[src/rtl/txg_pkg.sv]
package txg_pkg;
  // Driver command pair, idle encoded as all zero.
  typedef struct packed {
    logic en;
    logic data;
  } drv_cmd_t;

  localparam drv_cmd_t DRV_IDLE = '{en: 1'b0, data: 1'b0};
endpackage

[src/rtl/txg_watchdog.sv]
module txg_watchdog #(
  parameter int TIMEOUT_TICKS = 7700
) (
  input  logic clk,
  input  logic rst,
  input  logic tick,
  input  logic tx_en_n,
  output logic locked,
  output logic trip_pulse
);
  localparam int CW = $clog2(TIMEOUT_TICKS + 1);
  localparam logic [CW-1:0] LAST = CW'(TIMEOUT_TICKS - 1);

  logic [CW-1:0] count_q;

  always_ff @(posedge clk) begin
    if (rst) begin
      count_q    <= '0;
      locked     <= 1'b0;
      trip_pulse <= 1'b0;
    end else begin
      trip_pulse <= 1'b0;
      if (tx_en_n) begin
        // release seen: fresh window, lock dropped
        count_q <= '0;
        locked  <= 1'b0;
      end else if (!locked && tick) begin
        if (count_q == LAST) begin
          count_q    <= '0;
          locked     <= 1'b1;
          trip_pulse <= 1'b1;
        end else begin
          count_q <= count_q + 1'b1;
        end
      end
    end
  end
endmodule

[src/rtl/txg_drive_stage.sv]
module txg_drive_stage
  import txg_pkg::*;
(
  input  logic     clk,
  input  logic     rst,
  input  logic     tx_en_n,
  input  logic     tx_data,
  input  logic     mode_normal,
  input  logic     over_temp,
  input  logic     vcc_ok,
  input  logic     vio_ok,
  input  logic     locked,
  output drv_cmd_t cmd_q
);
  logic     allow;
  drv_cmd_t cmd_d;

  always_comb begin
    allow = !tx_en_n && mode_normal && !over_temp && vcc_ok && vio_ok && !locked;
    cmd_d = allow ? '{en: 1'b1, data: tx_data} : DRV_IDLE;
  end

  always_ff @(posedge clk) begin
    if (rst) cmd_q <= DRV_IDLE;
    else     cmd_q <= cmd_d;
  end
endmodule

[src/rtl/txen_timeout_gate.sv]
module txen_timeout_gate
  import txg_pkg::*;
#(
  parameter int TIMEOUT_TICKS = 7700
) (
  input  logic clk,
  input  logic rst,
  input  logic tick,
  input  logic tx_en_n,
  input  logic tx_data,
  input  logic mode_normal,
  input  logic over_temp,
  input  logic vcc_ok,
  input  logic vio_ok,
  output logic drv_en,
  output logic drv_data,
  output logic stuck_pulse
);
  logic     locked;
  drv_cmd_t cmd;

  txg_watchdog #(.TIMEOUT_TICKS(TIMEOUT_TICKS)) u_wdog (
    .clk        (clk),
    .rst        (rst),
    .tick       (tick),
    .tx_en_n    (tx_en_n),
    .locked     (locked),
    .trip_pulse (stuck_pulse)
  );

  txg_drive_stage u_drive (
    .clk         (clk),
    .rst         (rst),
    .tx_en_n     (tx_en_n),
    .tx_data     (tx_data),
    .mode_normal (mode_normal),
    .over_temp   (over_temp),
    .vcc_ok      (vcc_ok),
    .vio_ok      (vio_ok),
    .locked      (locked),
    .cmd_q       (cmd)
  );

  assign drv_en   = cmd.en;
  assign drv_data = cmd.data;
endmodule

[config.mk]
export PLATFORM = sky130hd
export DESIGN_NAME = txen_timeout_gate
export DESIGN_NICKNAME = d
export VERILOG_FILES = /design/src/rtl/txg_pkg.sv /design/src/rtl/txg_watchdog.sv /design/src/rtl/txg_drive_stage.sv /design/src/rtl/txen_timeout_gate.sv
export SDC_FILE = /design/constraint.sdc
export NUM_CORES = 1
export LEC_CHECK = 0
export BUFFER_PORTS_ARGS = -buffer_cell sky130_fd_sc_hd__buf_4
export CAP_MARGIN = 5
export CORE_MARGIN = 3
export CORE_UTILIZATION = 56
export CTS_CLUSTER_SIZE = 10
export DETAILED_ROUTE_END_ITERATION = 8
export PLACE_DENSITY = 0.8
export SYNTH_ARGS = -nofsm -noshare
export SYNTH_HDL_FRONTEND = slang
export SYNTH_SLANG_ARGS = --single-unit
[constraint.sdc]
create_clock -name clk -period 2.3 [get_ports clk]
set_input_delay 0.115 -clock clk [delete_from_list [all_inputs] [get_ports clk]]
set_output_delay 0.115 -clock clk [all_outputs]
set_load 0.02 [all_outputs]
==> qor.txt <==
status -> complete, no violations
clock buffer depth -> 2
# IOs -> 12
Final Skew -> 0.00679 ns
dominant cell type by area after synthesis -> dfxtp_1
Leak -> 0.303 nW
most frequent cells in the layout -> 17 x dfxtp_1, 14 x nor2_1, 11 x buf_4, 8 x xnor2_1
Setup crit end kind -> register
vias in the first global route -> 583
GR Overflow Total -> 0
Syn Area/Cell -> 9.28 um^2
Nets -> 107
Avg WL per Cell -> 12.1 um
Worst Path Max Fanout -> 4
Syn Inst Count -> 79
Inst Count DP -> 103
final hold vios -> 0
first-pass GRT wire length -> 2390 um
Worst-Margin Slew -> 0.415 ns
via count -> 603
startpoint types -> register
Vias/cell -> 5.48
Antenna Cells -> 0
Final ANT Viol Nets -> 0
Detail Placement HPWL -> 974 um
Worst Hold Class -> in2reg
antenna violations before repair -> 0
Max Cap Viol -> 0
TNS Setup -> 0 ns
Synth Warn # -> 0
Worst Hold End -> u_drive.cmd_q[0]
hold path cells -> 2
Final Setup Violations -> 0
die area -> 1780 um^2
Layout Cell Area excl Fill -> 883 um^2
WP data required -> 2.54 ns
Post-DP Area -> 826 um^2
row cnt -> 12
Final Slew Violations -> 0
1st-pass router iterations -> 4
Pwr per Cell Area -> 544 nW/um^2
crit path kind -> reg2reg
Post CTS Setup Buffer Count -> 0
htree depth -> 1
Net Count, Synth -> 89
largest net degree at the start of global routing -> 14
TritonCTS buffer count -> 3
reg2reg path depth -> 5
synthesized cell area -> 733 um^2
Period minus WS final -> 1.74 ns
CTS tree -> built
FF-to-FF setup slack -> 0.56 ns
Buffers on Ports -> 11
Worst VDD drop -> 0.383 mV
Worst-Skew Late Latency -> 0.30 ns
share of the synthesized area in the top cell type -> 46.4%
R2R Path Start -> u_wdog.count_q[0]
initial core utilization -> 62.6%
most common cell after layout, fill and taps aside -> dfxtp_1
Post-Route WL -> 1330 um
layout cells sized above 1 -> 18.8%
final instance count without filler cells -> 110
crit share post-route -> 75.6%
Core Area -> 1170 um^2
sequential area share after synthesis -> 46.4%
root buffer cell -> clkbuf_4
# DRC -> 0
Total GRT Usage -> 17.4%
top post-synthesis cells by area -> dfxtp_1 46%, xnor2_1 9.6%, nor2_1 7.2%, nand4b_1 3.6%, xor2_1 3.6%
Slew HR -> 72.3%
Area Overhead vs Synth -> 20.5%
Clk pin slew, worst setup/hold paths -> 0.10 ns
Synth Register Bits -> 17
Distinct cells, synth -> 24
post_cts resized -> 0
unrepaired setup endpoints after global routing -> false
FMAX -> 575 MHz
Chip Height -> 42.2 um
Sink Count -> 17
Final GP Congestion -> 0.753
Arrival @ worst endpoint -> 1.98 ns
drt initial violations -> 13
hold path start -> tx_data
die width -> 42.2 um
Fin Hold WS -> 0.0101 ns
Worst R2R End -> u_wdog.trip_pulse
## kinds of logic after synthesis
kind of cell	Yosys count	synth area share, %
muxes	1	1.37
AOI/OAI and AO/OA	3	2.39
xor gates and xnor gates	11	13.1
buffers and inverters	3	2.05
adders and majority gates	1	1.71
DFF	17	46.4
and+or+nand+nor	43	32.9
## how the worst max path moves through the flow
stage                                  from            endpoint  depth (start not counted)
after floorplan           u_wdog.count_q[0]  u_wdog.count_q[11]                          6
after global placement    u_wdog.count_q[0]   u_wdog.count_q[3]                          5
after detailed placement  u_wdog.count_q[0]   u_wdog.count_q[8]                          5
after CTS                 u_wdog.count_q[0]   u_wdog.trip_pulse                          5
after global routing      u_wdog.count_q[0]   u_wdog.trip_pulse                          5
final                     u_wdog.count_q[0]   u_wdog.trip_pulse                          5
## critical path: stages (launching register included)
cell	delay, ns
dfxtp_1	0.40
ha_1	0.20
and4b_1	0.22
nand4b_1	0.14
nor3_1	0.16
dlygate4sd3_1	0.56
## power breakdown
part,internal [W],leakage (nW),total (W),switching [W]
Clock,0.0000648,0.0177,0.000158,0.0000935
Sequential,0.000296,0.137,0.000297,0.00000153
Combinational,0.0000152,0.148,0.0000255,0.0000103
Total,0.000376,0.303,0.000481,0.000105
## registers in the layout, summed over array words and instances, names as in the netlist
| register | count |
|---|---|
| u_wdog.locked | 1 |
| u_drive.cmd_q | 2 |
| u_wdog.trip_pulse | 1 |
| u_wdog.count_q | 13 |
## Yosys cell counts (all sizes together)
| cell type | count |
|---|---|
| nor2 | 14 |
| a21oi | 1 |
| and4b | 1 |
| nand2 | 5 |
| nor4 | 3 |
| ha | 1 |
| and2b | 1 |
| mux2i | 1 |
| a21boi | 1 |
| buf | 1 |
| xnor2 | 8 |
| and2 | 1 |
| nand4b | 3 |
| nand3 | 4 |
| dfxtp | 17 |
| nor4b | 2 |
| inv | 2 |
| nor3 | 5 |
| xor2 | 3 |
| nand4 | 3 |
| or3 | 1 |
| o21ai | 1 |
## layer usage
metal  share of wire, %  vias up  global-route usage, %  wire length, um
met5                  0        -                      0                0
met4                1.6        0                   7.45               21
met3                6.8        4                   7.73               91
met2                 46       23                   26.1              617
met1                 45      267                   21.4              602
li1                   -      309                      -                -
## stage by stage
stage | total power [W] | util (%) | setup slack, ns
6_report | 0.000481 | 75.4 | 0.562
5_1_grt | 0.000496 | 75.4 | 0.384
4_1_cts | 0.000483 | 75.4 | 0.565
3_5_place_dp | 0.000327 | 70.5 | 0.775
3_3_place_gp | 0.000326 | 70.5 | 0.813
2_1_floorplan | 0.000314 | - | 0.979
## layout make-up
| class | count | area, um^2 |
|---|---|---|
| Tap cell | 14 | 17.5 |
| Timing Repair Buffer | 14 | 113 |
| Clock buffer | 3 | 22.5 |
| Fill cell | 83 | 288 |
| Multi-Input combinational cell | 59 | 378 |
| Inverter | 2 | 7.51 |
| Sequential cell | 17 | 340 |
| Clock inverter | 1 | 5.00 |
## what timing repair did
action	in CTS	in global routing
endpoints found under the hold margin	2	0
setup endpoints to repair	0	0
hold buffers	3	0
No activity file was read; power rests on OpenSTA's default activity.
